[config.mk]
export PLATFORM = sky130hd
export DESIGN_NAME = usbphy_bringup_seq
export DESIGN_NICKNAME = d
export VERILOG_FILES = /design/src/rtl/usbphy_seq_pkg.sv /design/src/rtl/seq_timer.sv /design/src/rtl/utmi_rst_bank.sv /design/src/rtl/usbphy_bringup_seq.sv
export SDC_FILE = /design/constraint.sdc
export NUM_CORES = 1
export LEC_CHECK = 0
export BUFFER_PORTS_ARGS = -buffer_cell sky130_fd_sc_hd__buf_2
export CAP_MARGIN = 10
export CORE_UTILIZATION = 40
export DETAILED_ROUTE_END_ITERATION = 6
export PLACE_DENSITY_LB_ADDON = 0.3
export REMOVE_ABC_BUFFERS = 1
export SETUP_SLACK_MARGIN = 0.05
export SLEW_MARGIN = 10
export SYNTH_ARGS = -nofsm -noshare
export SYNTH_HDL_FRONTEND = slang
export SYNTH_SLANG_ARGS = --single-unit
export TNS_END_PERCENT = 10
[constraint.sdc]
create_clock -name clk -period 1.9 [get_ports clk]
set_input_delay 0.285 -clock clk [delete_from_list [all_inputs] [get_ports clk]]
set_output_delay 0.285 -clock clk [all_outputs]
set_load 0.05 [all_outputs]
[src/rtl/usbphy_seq_pkg.sv]
package usbphy_seq_pkg;

  typedef enum logic [3:0] {
    ST_OFF,
    ST_REF_WAIT,
    ST_POR_WAIT,
    ST_WR_SETUP,
    ST_WR_HIGH,
    ST_WR_LOW,
    ST_PHY_WAIT,
    ST_UTMI_WAIT,
    ST_UP,
    ST_DN_POR,
    ST_DN_REF
  } seq_state_e;

  localparam logic [7:0] CLKCTL_ADDR = 8'h06;
  localparam logic [7:0] CLKCTL_DATA = 8'h04;

endpackage

[src/rtl/seq_timer.sv]
module seq_timer #(
  parameter int CW = 8
) (
  input  logic          clk,
  input  logic          rst,
  input  logic          load,
  input  logic [CW-1:0] load_val,
  output logic          zero
);

  logic [CW-1:0] cnt;

  always_ff @(posedge clk) begin
    if (rst) begin
      cnt <= '0;
    end else if (load) begin
      cnt <= load_val;
    end else if (cnt != '0) begin
      cnt <= cnt - 1'b1;
    end
  end

  assign zero = (cnt == '0);

endmodule

[src/rtl/utmi_rst_bank.sv]
module utmi_rst_bank #(
  parameter int NPORT = 2,
  parameter int PSW   = 1
) (
  input  logic             clk,
  input  logic             rst,
  input  logic             set_all,
  input  logic             rel_en,
  input  logic [PSW-1:0]   rel_idx,
  output logic [NPORT-1:0] rst_q
);

  for (genvar i = 0; i < NPORT; i++) begin : g_port
    always_ff @(posedge clk) begin
      if (rst || set_all) begin
        rst_q[i] <= 1'b1;
      end else if (rel_en && (rel_idx == PSW'(i))) begin
        rst_q[i] <= 1'b0;
      end
    end
  end

endmodule

[src/rtl/usbphy_bringup_seq.sv]
module usbphy_bringup_seq
  import usbphy_seq_pkg::*;
#(
  parameter int CYCLES_PER_US = 200,
  parameter int REF_US        = 100,
  parameter int POR_US        = 300,
  parameter int PHYCLK_US     = 2000,
  parameter int UTMI_US       = 2000,
  parameter int NPORT         = 2,
  parameter int PSW           = (NPORT > 1) ? $clog2(NPORT) : 1
) (
  input  logic             clk,
  input  logic             rst,
  input  logic             init_req,
  input  logic             exit_req,
  input  logic [PSW-1:0]   port_sel,
  output logic             refclk_en,
  output logic             por_rst,
  output logic [NPORT-1:0] utmi_rst,
  output logic [7:0]       tst_addr,
  output logic [7:0]       tst_data,
  output logic             tst_wren,
  output logic             tst_clk,
  output logic             busy,
  output logic             done
);

  localparam int D_REF  = REF_US * CYCLES_PER_US;
  localparam int D_POR  = POR_US * CYCLES_PER_US;
  localparam int D_PHY  = PHYCLK_US * CYCLES_PER_US;
  localparam int D_UTMI = UTMI_US * CYCLES_PER_US;
  localparam int M_A    = (D_REF > D_POR) ? D_REF : D_POR;
  localparam int M_B    = (D_PHY > D_UTMI) ? D_PHY : D_UTMI;
  localparam int D_MAX  = (M_A > M_B) ? M_A : M_B;
  localparam int CW     = $clog2(D_MAX + 1);

  seq_state_e     state;
  logic [PSW-1:0] port_q;
  logic           t_load;
  logic [CW-1:0]  t_val;
  logic           t_zero;
  logic           idle_ok;
  logic           go_down;
  logic           go_up;
  logic           utmi_rel;

  assign idle_ok  = (state == ST_OFF) || (state == ST_UP);
  assign go_down  = idle_ok && exit_req;
  assign go_up    = (state == ST_OFF) && init_req && !exit_req;
  assign utmi_rel = (state == ST_PHY_WAIT) && t_zero;

  always_comb begin
    t_load = 1'b0;
    t_val  = '0;
    if (go_up) begin
      t_load = 1'b1;
      t_val  = CW'(D_REF - 1);
    end else if ((state == ST_REF_WAIT) && t_zero) begin
      t_load = 1'b1;
      t_val  = CW'(D_POR - 1);
    end else if (state == ST_WR_LOW) begin
      t_load = 1'b1;
      t_val  = CW'(D_PHY - 1);
    end else if (utmi_rel) begin
      t_load = 1'b1;
      t_val  = CW'(D_UTMI - 1);
    end
  end

  seq_timer #(.CW(CW)) u_timer (
    .clk      (clk),
    .rst      (rst),
    .load     (t_load),
    .load_val (t_val),
    .zero     (t_zero)
  );

  utmi_rst_bank #(.NPORT(NPORT), .PSW(PSW)) u_utmi (
    .clk     (clk),
    .rst     (rst),
    .set_all (go_down),
    .rel_en  (utmi_rel),
    .rel_idx (port_q),
    .rst_q   (utmi_rst)
  );

  always_ff @(posedge clk) begin
    if (rst) begin
      state     <= ST_OFF;
      port_q    <= '0;
      refclk_en <= 1'b0;
      por_rst   <= 1'b1;
      tst_addr  <= '0;
      tst_data  <= '0;
      tst_wren  <= 1'b0;
      tst_clk   <= 1'b0;
      busy      <= 1'b0;
      done      <= 1'b0;
    end else begin
      case (state)
        ST_OFF, ST_UP: begin
          if (go_down) begin
            state <= ST_DN_POR;
            busy  <= 1'b1;
            done  <= 1'b0;
          end else if (go_up) begin
            state     <= ST_REF_WAIT;
            port_q    <= port_sel;
            refclk_en <= 1'b1;
            busy      <= 1'b1;
          end
        end
        ST_REF_WAIT: begin
          if (t_zero) begin
            state   <= ST_POR_WAIT;
            por_rst <= 1'b0;
          end
        end
        ST_POR_WAIT: begin
          if (t_zero) begin
            state    <= ST_WR_SETUP;
            tst_wren <= 1'b1;
            tst_addr <= CLKCTL_ADDR;
            tst_data <= CLKCTL_DATA;
          end
        end
        ST_WR_SETUP: begin
          state   <= ST_WR_HIGH;
          tst_clk <= 1'b1;
        end
        ST_WR_HIGH: begin
          state   <= ST_WR_LOW;
          tst_clk <= 1'b0;
        end
        ST_WR_LOW: begin
          state    <= ST_PHY_WAIT;
          tst_wren <= 1'b0;
          tst_addr <= '0;
          tst_data <= '0;
        end
        ST_PHY_WAIT: begin
          if (t_zero) state <= ST_UTMI_WAIT;
        end
        ST_UTMI_WAIT: begin
          if (t_zero) begin
            state <= ST_UP;
            busy  <= 1'b0;
            done  <= 1'b1;
          end
        end
        ST_DN_POR: begin
          state   <= ST_DN_REF;
          por_rst <= 1'b1;
        end
        ST_DN_REF: begin
          state     <= ST_OFF;
          refclk_en <= 1'b0;
          busy      <= 1'b0;
        end
        default: state <= ST_OFF;
      endcase
    end
  end

endmodule

Word-level counts from Yosys, hierarchy flattened
Index checks and enable logic that the tools add are counted.
Storage, ports and cells
  register bits after elaboration: 48
  bits of input ports: 5
Cells by class
  $add $sub $neg: 1
  equality and inequality tests: 18
  muxes and demuxes: 33
  bitwise gates (word level): 2
  reductions and logical operators: 28
Operators with widths (number)
  $mux 19: 6
  $pmux 4 s9: 1
  $pmux 8 s2: 2
  $mux 4: 6
  $logic_not 19->1: 1
  $reduce_bool 19->1: 1
  $sub 19x1->19 const B: 1
  $eq 4x3->1 const B: 4
  $mux 8: 2
  $eq 4x4->1 const B: 3
  $ne 2x2->1 const B: 6
  $reduce_and 3->1: 4
  $reduce_bool 2->1: 6
  $mux 1: 10
  $pmux 1 s2: 5
  $eq 4x2->1 const B: 2
  $logic_and 1x1->1: 7
  $reduce_and 5->1: 1
  $eq 4x1->1 const B: 1
  $logic_not 4->1: 1
  $reduce_and 2->1: 2
  $ne 3x2->1 const B: 1
  $pmux 1 s3: 1
  $reduce_bool 3->1: 1
  5 further kinds: 7

Logic depth before layout (Yosys ltp)
Gate-level depths: netlist of the first run.
  depth after elaboration: 7
  gate-level depth with buffers: 8

Modules after synthesis
From an unflattened synthesis of the first run, not the netlist that was laid out.
Unflattened totals
  cell total of the unflattened synthesis: 251
  area, all modules: 2034.5 µm²
By module, submodules not included
  seq_timer: instances 1, cells each 138, area an instance 1104.8 µm²
  usbphy_bringup_seq: instances 1, cells each 107, area an instance 862.1 µm²
  utmi_rst_bank: instances 1, cells each 6, area an instance 67.6 µm²

Worst setup path before layout of the first run
OpenSTA, ideal clock, no wires.
  kind: flip-flop to flip-flop
  start point: reg u_timer.cnt[4]
  end point: reg por_rst
  setup time: 0.122 ns
  arrival time: 1.796 ns
  data required time: 1.778 ns
  path slack: -0.018 ns
  cell stages (with the launch flop): 6
  path buffers: 0
  path through: dfxtp_1 -> or4_4 -> nor3_4 -> nand2_4 -> or3_1 -> a221o_1
On the way
  cells in the longest elaborated chain, start to end: 3
RTL lines
  start: declaration: RTL line seq_timer.sv:11  | logic [CW-1:0] cnt;
  start signal: assignment: RTL line seq_timer.sv:17  | cnt <= load_val;
  start signal: assignment: RTL line seq_timer.sv:19  | cnt <= cnt - 1'b1;
  $logic_not 19->1: RTL line seq_timer.sv:23  | assign zero = (cnt == '0);
  $ne 2x2->1 (no source line)
  $reduce_and 2->1 (no source line)
  end signal: assignment: RTL line usbphy_bringup_seq.sv:92  | por_rst <= 1'b1;
  end signal: assignment: RTL line usbphy_bringup_seq.sv:116  | por_rst <= 1'b0;
  end signal: assignment: RTL line usbphy_bringup_seq.sv:153  | por_rst <= 1'b1;
  end: declaration: RTL line usbphy_bringup_seq.sv:18  | output logic por_rst,
No other way between the ends.
A chain may end at the register's enable or synchronous reset.

Worst setup path in the final report of the first run
Ends and elaborated chain as after synthesis.

==> results.yml, run 1 <==
global_route:
  grt_pass1_wl_mm: 8.42
  grt_pass1_vias: 1755
  grt_antenna_before_repair: 0
  gr-total-overflow: 0
  grt_max_degree: 29
  track_usage_pct: 21.7
clocking:
  clockRootBuffer: "clkbuf_8"
  clkTransAtPathRegs_ns: 0.07
  cts_buffers: 5
  clkSinkCount: 32
  ctsHoldBuffers: 0
  clk_path_buf_depth: 2
  clk_latency_ns: 0.29
  cts_tree: "built"
  cts_htree_levels: 2
timing:
  clock.fmax_mhz: 524
  fin_crit_sh_pct: 101
  setup_tns_ns: -0.00990
  finClkSkew_ns: 0.00950
  finalHoldViolations: 0
  finalCriticalPeriod_ns: 1.91
  setup_viol: 1
  setup_ws_ns: -0.00990
  slew_headroom_pct: 61.7
  worstMarginPinSlew_ns: 0.575
  drv_slew: 0
  rsz0062_at_grt: "true"
synth:
  synth_area_leaders: "dfxtp_1 (34%), buf_4 (7.1%), a21oi_1 (3.9%), nand2_1 (3.7%), xor2_1 (3.2%)"
  yosysSeqAreaShare_pct: 33.5
  synth_top_family_by_area: "compound AO/OA/AOI/OAI gates"
  synth-seq-cells: 32
  synth-xor-area-share_pct: 4.58
  synthArstFlopShare_pct: 0
  synth-simple-area-share_pct: 23.8
  synth_flop_cell: "dfxtp_1"
  ys_types: 63
  muxShareOfSynthArea_pct: 1.90
  yosysTopAreaCell: "dfxtp_1"
  synth_top_area_share_pct: 33.5
  netlist_area_sq_mm: 0.00191
  syn_area_per_cell_sq_um: 8.80
  ys_warn_count: 0
  yosys.area_share.adder_pct: 1.31
  synth_edf_count: 0
  synth_compound_area_share_pct: 25.0
  syn_inst: 217
pwr:
  p_leak_nw: 0.986
  powerDensity_mw_per_mm2: 1700
  ir_drop_uv: 803
  power_w: 0.00401
die:
  rows: 24
  die-height_um: 71.1
  ios: 29
  core_area_sq_mm: 0.00447
  dieWidth_um: 71.1
  dieArea_sq_mm: 0.00506
  start_util_pct: 42.7
place:
  gp_congestion: 0.932
  placed_area_sq_mm: 0.00224
  dp_slack_ns: -0.00566
  portBuffers: 15
  hpwl_mm: 3.59
worst_setup_path:
  worstSetupEndpointType: "flop"
  worstRegToRegCells: 5
  cp.required_ns: 2.08
  crit_arrival_ns: 2.09
  worst_setup_path_start_kind: "flop"
  crit_type: "reg -> reg"
  critPathMaxFanout: 3
hold_path:
  worstHoldPathType: "in -> reg"
  worst_hold_path.num_cells: 3
route:
  avgRoutedWirePerCell_um: 15.2
  ant_nets: 0
  routed-via-count: 1809
  drtIter0Drc: 98
  drc: 0
  drt-vias-per-instance: 5.62
  first_pass_iters: 4
  wirelength_mm: 4.90
outcome:
  failed_checks: "negative setup slack"
  run_status: "complete, but fails checks"
final_layout:
  fin_nets: 276
  multi_input_area_sq_mm: 0.00116
  final_common_cell: "buf_4"
  final_cell_mix: "buf_4 (42), dfxtp_1 (31), nand2_1 (19), a21oi_1 (15), buf_2 (15)"
  n_antenna_cell: 0
  final_area_sq_mm: 0.00236
  drive_gt1_share_pct: 33.0
  fillers: 425
  seqCellArea_sq_um: 642
  synthToLayoutAreaGrowth_pct: 23.6
run:
  cap_violations: 0
path summary, 6_finish.rpt:
| kind | startpoint | endpoint | slack, ns |
|---|---|---|---|
| hold reg to reg | u_utmi.rst_q[1]$_SDFFE_PP1P_ | u_utmi.rst_q[1]$_SDFFE_PP1P_ | 0.46 |
| setup / recovery | u_timer.cnt[4]$_SDFFE_PP0P_ | por_rst$_SDFFE_PP1P_ | -0.01 |
| setup reg to reg | u_timer.cnt[4]$_SDFFE_PP0P_ | por_rst$_SDFFE_PP1P_ | -0.01 |
| hold / removal | port_sel | port_q$_SDFFE_PP0P_ | 0.23 |
timing repair:
item,4_1_cts,5_1_grt
resized for setup,3,5
buffers inserted,1,0
gates cloned,0,0
setup endpoints to repair,10,22
pin swaps,3,3
synth_stat cells, types with 2 or more instances:
master / instances
clkbuf_1: 5
a211oi_1: 5
xor2_1: 7
o21ai_0: 6
nor2_1: 14
nand2b_1: 2
a21oi_1: 15
o31a_1: 2
inv_1: 5
nand4_1: 2
dfxtp_1: 32
a31oi_1: 3
a221oi_1: 2
ha_1: 2
nand2_1: 19
nor2b_1: 2
nor3_1: 7
or3_1: 2
nor4_1: 4
buf_4: 18
nand3_1: 5
o21a_1: 4
and2_1: 2
a311oi_1: 3
xnor2_1: 3
nor3b_1: 2
o31ai_1: 7
o41ai_1: 2
layout make-up:
type | instances | share of cell area [%]
multi-input combinational | 168 | 49.0
clock inverter | 3 | 0.795
timing repair buffer | 57 | 16.5
inverter | 5 | 0.795
sequential | 32 | 27.2
tap | 52 | 2.76
clock buffer | 5 | 2.91
worst max-delay path: stages, from the launching register on:
cell and delay, ns:
dfxtp_2 0.33, or4_4 0.55, nor3_4 0.21, nand2_4 0.08, or3_1 0.35, a221o_1 0.29
power breakdown:
group          total (W)  internal, W  leakage (nW)  switching, W
logic            0.00247      0.00111         0.675       0.00136
clock network   0.000521     0.000255        0.0479      0.000267
registers        0.00102     0.000856         0.263      0.000162
total            0.00401      0.00223         0.986       0.00178
cells by family (layout without fill, tap and decap cells):
| group | count (synthesis) | in the layout |
|---|---|---|
| adders and majority gates | 2 | 2 |
| buffers and inverters | 29 | 70 |
| muxes | 3 | 3 |
| DFF | 32 | 32 |
| AOI/OAI and AO/OA | 63 | 63 |
| other | 1 | 13 |
| xor gates and xnor gates | 10 | 10 |
| and+or+nand+nor | 77 | 77 |
metrics by stage:
stage	utilization (%)	hold slack, ns	std cells
after global placement	50.0	0.443	313
after detailed placement	50.0	0.450	313
after floorplan	-	0.349	205
after CTS	52.3	0.225	322
after global routing	52.8	0.254	322
final	52.8	0.229	322
sequential cells by signal, indices dropped and copies added (netlist names):
name / cells
port_q: 1
tst_addr: 1
done: 1
u_timer.cnt: 19
tst_clk: 1
por_rst: 1
state: 4
u_utmi.rst_q: 2
busy: 1
refclk_en: 1
per-layer routing:
| metal | track usage, % | part of all wire (%) | wire length, um |
|---|---|---|---|
| met1 | 27.3 | 46 | 2250 |
| met2 | 36.6 | 47 | 2310 |
| met3 | 3.99 | 5.2 | 254 |
| met4 | 9.11 | 1.7 | 85 |
| met5 | 0 | 0 | 0 |
No activity file was read; power rests on OpenSTA's default activity.
==> run 2: changes to the inputs <==
--- a/config.mk
+++ b/config.mk
@@ -5,9 +5,10 @@
 export SDC_FILE = /design/constraint.sdc
 export NUM_CORES = 1
 export LEC_CHECK = 0
+export ABC_AREA = 1
 export BUFFER_PORTS_ARGS = -buffer_cell sky130_fd_sc_hd__buf_2
 export CAP_MARGIN = 10
-export CORE_UTILIZATION = 40
+export CORE_UTILIZATION = 45
 export DETAILED_ROUTE_END_ITERATION = 6
 export PLACE_DENSITY_LB_ADDON = 0.3
 export REMOVE_ABC_BUFFERS = 1
==> run 2 against run 1 <==
- the run now ends clean
- total power is 5.5% higher
- setup slack better by 0.13 ns
- sequential share of layout area grew 3.1 points
- die area down 8.1%
- clock power grew 1%
- design area shrank 10%
- synthesized area increased by 3.1%
- sequential power rose by 13%
- synthesized cell count is 31% higher
- routed wire length is 17% lower
- register-to-register slack better by 0.13 ns
- critical path type unchanged
- largest cell class unchanged
- largest power group unchanged
==> results.yml, run 2 <==
global_route:
  grt_util_met3_pct: 4.50
  grt_antenna_before_repair: 0
  gr-total-overflow: 0
  use_met2_pct: 32.4
  grt_pass1_wl_mm: 6.74
  gr-max-usage-layer: "met2"
  track_usage_pct: 19.6
  use_met1_pct: 24.9
  grt_pass1_vias: 1534
  grt_max_degree: 16
final_layout:
  largestRegisters: "u_timer.cnt (19), state (4), u_utmi.rst_q (2)"
  fillers: 433
  fin_util_pct: 51.5
  multi_input_area_sq_mm: 0.00111
  drive_gt1_share_pct: 17.9
  fin_nets: 308
  final_cell_mix: "nand2_1 (56), nor2_1 (47), dfxtp_1 (32), inv_1 (29)"
  n_antenna_cell: 0
  largest_reg_flops: 19
  fin_cells: 352
  final_area_sq_mm: 0.00212
  largest-register: "u_timer.cnt"
  seqCellArea_sq_um: 641
  synthToLayoutAreaGrowth_pct: 7.49
  final_common_cell: "nand2_1"
synth:
  synth_top_family_by_area: "simple AND/OR/NAND/NOR gates"
  ys_warn_count: 0
  syn_area_per_cell_sq_um: 6.94
  synth_compound_area_share_pct: 9.08
  yosysSeqAreaShare_pct: 32.5
  synthArstFlopShare_pct: 0
  netlist_area_sq_mm: 0.00197
  synth_top_area_share_pct: 32.5
  muxShareOfSynthArea_pct: 0
  synth_flop_cell: "dfxtp_1"
  ys_types: 35
  yosys.area_share.adder_pct: 1.27
  synth-simple-area-share_pct: 38.0
  yosysTopAreaCell: "dfxtp_1"
  synth-xor-area-share_pct: 5.33
  yosys-top-cells-count: "nand2_1 (56), nor2_1 (47), dfxtp_1 (32), inv_1 (29), buf_4 (16)"
  synth_edf_count: 0
  synth_area_leaders: "dfxtp_1 (33%), nand2_1 (11%), nor2_1 (9.0%), buf_4 (6.1%), inv_1 (5.5%)"
  yosysMostFrequentCell: "nand2_1"
  syn_inst: 284
  synth-seq-cells: 32
clocking:
  cts_tree: "built"
  cts_htree_levels: 2
  ctsHoldBuffers: 0
  clkSinkCount: 32
  cts_resized: 0
  clockRootBuffer: "clkbuf_8"
  clk_path_buf_depth: 2
  post_cts_buffers: 0
  cts_buffers: 5
  clk_latency_ns: 0.28
  clkTransAtPathRegs_ns: 0.06
worst_setup_path:
  worst_setup_path_start_kind: "flop"
  slowest_stage: "dfxtp_1"
  crit_chain: "inv_1 > buf_4 > ha_1 > nand2_1 > nor2_1 > nand2_1 > xnor2_1 > o21ai_0 > nor3_2"
  cp.required_ns: 2.07
  crit_type: "reg -> reg"
  crit_arrival_ns: 1.95
  worstSetupEndpointType: "flop"
  critPathMaxFanout: 5
  cp_common_cell: "nand2_1"
  slowest_delay_ns: 0.33
place:
  gp_congestion: 0.896
  portBuffers: 15
  hpwl_mm: 3.20
  placed_area_sq_mm: 0.00203
  dp_cells: 344
route:
  first_pass_iters: 4
  routed-via-count: 1714
  drc: 0
  ant_nets: 0
  drt-vias-per-instance: 4.87
  avgRoutedWirePerCell_um: 11.5
  drtIter0Drc: 126
  wirelength_mm: 4.05
die:
  dieWidth_um: 68.2
  die-height_um: 68.2
  ios: 29
  dieArea_sq_mm: 0.00465
  start_util_pct: 47.9
  rows: 23
  core_area_sq_mm: 0.00412
run:
  cap_violations: 0
outcome:
  run_status: "complete, no violations"
timing:
  rsz0062_at_grt: "true"
  finClkSkew_ns: 0.00185
  finalCriticalPeriod_ns: 1.78
  setup_viol: 0
  setup_tns_ns: 0
  fin_crit_sh_pct: 93.5
  clock.fmax_mhz: 563
  finalHoldViolations: 0
  drv_slew: 0
hold_path:
  worstHoldPathType: "in -> reg"
pwr:
  powerDensity_mw_per_mm2: 2000
  p_leak_nw: 1.03
  ir_drop_uv: 855
==> run 2: cells by family after synthesis <==
| group | count (synthesis) |
|---|---|
| AND/OR/NAND/NOR | 152 |
| flip-flops | 32 |
| XOR/XNOR | 12 |
| buffers and inverters | 52 |
| adder cells (fa/ha/maj) | 2 |
| other | 1 |
| AO/OA/AOI/OAI | 33 |
==> run 2: final cells by class <==
type,instances,share of cell area [%]
Tap cell,50,2.95
Inverter,32,5.67
Multi-Input combinational cell,212,52.3
Clock buffer,8,4.25
Timing Repair Buffer,18,4.61
Sequential cell,32,30.2
==> run 2: metrics by stage <==
step / hold slack (ns) / setup slack [ns] / total power (W)
floorplan: 0.354 / 0.0284 / 0.00317
global placement: 0.456 / 0.196 / 0.00367
detailed placement: 0.451 / 0.154 / 0.00368
CTS: 0.294 / 0.132 / 0.00423
global route: 0.316 / 0.0294 / 0.00462
finish: 0.296 / 0.124 / 0.00423
==> run 2: critical path: cells and delay by family, from the launching register on <==
kind | cells | cell delay, ns
AOI/OAI and AO/OA | 1 | 0.19
xor gates and xnor gates | 1 | 0.13
and+or+nand+nor | 4 | 0.53
adders and majority gates | 1 | 0.25
DFF | 1 | 0.33
buffers and inverters | 2 | 0.23
==> run 2: routing by layer <==
layer | routed length, um | part of all wire, % | vias up
met5 | 0 | 0 | -
met4 | 52 | 1.3 | 0
met3 | 210 | 5.2 | 7
met2 | 1840 | 45 | 43
met1 | 1950 | 48 | 761
li1 | - | - | 903
==> run 2: power breakdown <==
group / switching, W / internal (W) / total (W)
clock network: 0.000231 / 0.000295 / 0.000526
logic: 0.00166 / 0.000895 / 0.00255
registers: 0.000235 / 0.000916 / 0.00115
==> run 2: worst paths after layout <==
path	from	end	slack [ns]	cells past startpoint
worst min register to register	u_utmi.rst_q[1]$_SDFFE_PP1P_	u_utmi.rst_q[1]$_SDFFE_PP1P_	0.46	2
worst max register to register	u_timer.cnt[0]$_SDFFE_PP0P_	u_timer.cnt[14]$_SDFFE_PP0P_	0.12	9
worst max-delay path	u_timer.cnt[0]$_SDFFE_PP0P_	u_timer.cnt[14]$_SDFFE_PP0P_	0.12	9
worst min-delay path	rst	u_timer.cnt[1]$_SDFFE_PP0P_	0.30	2
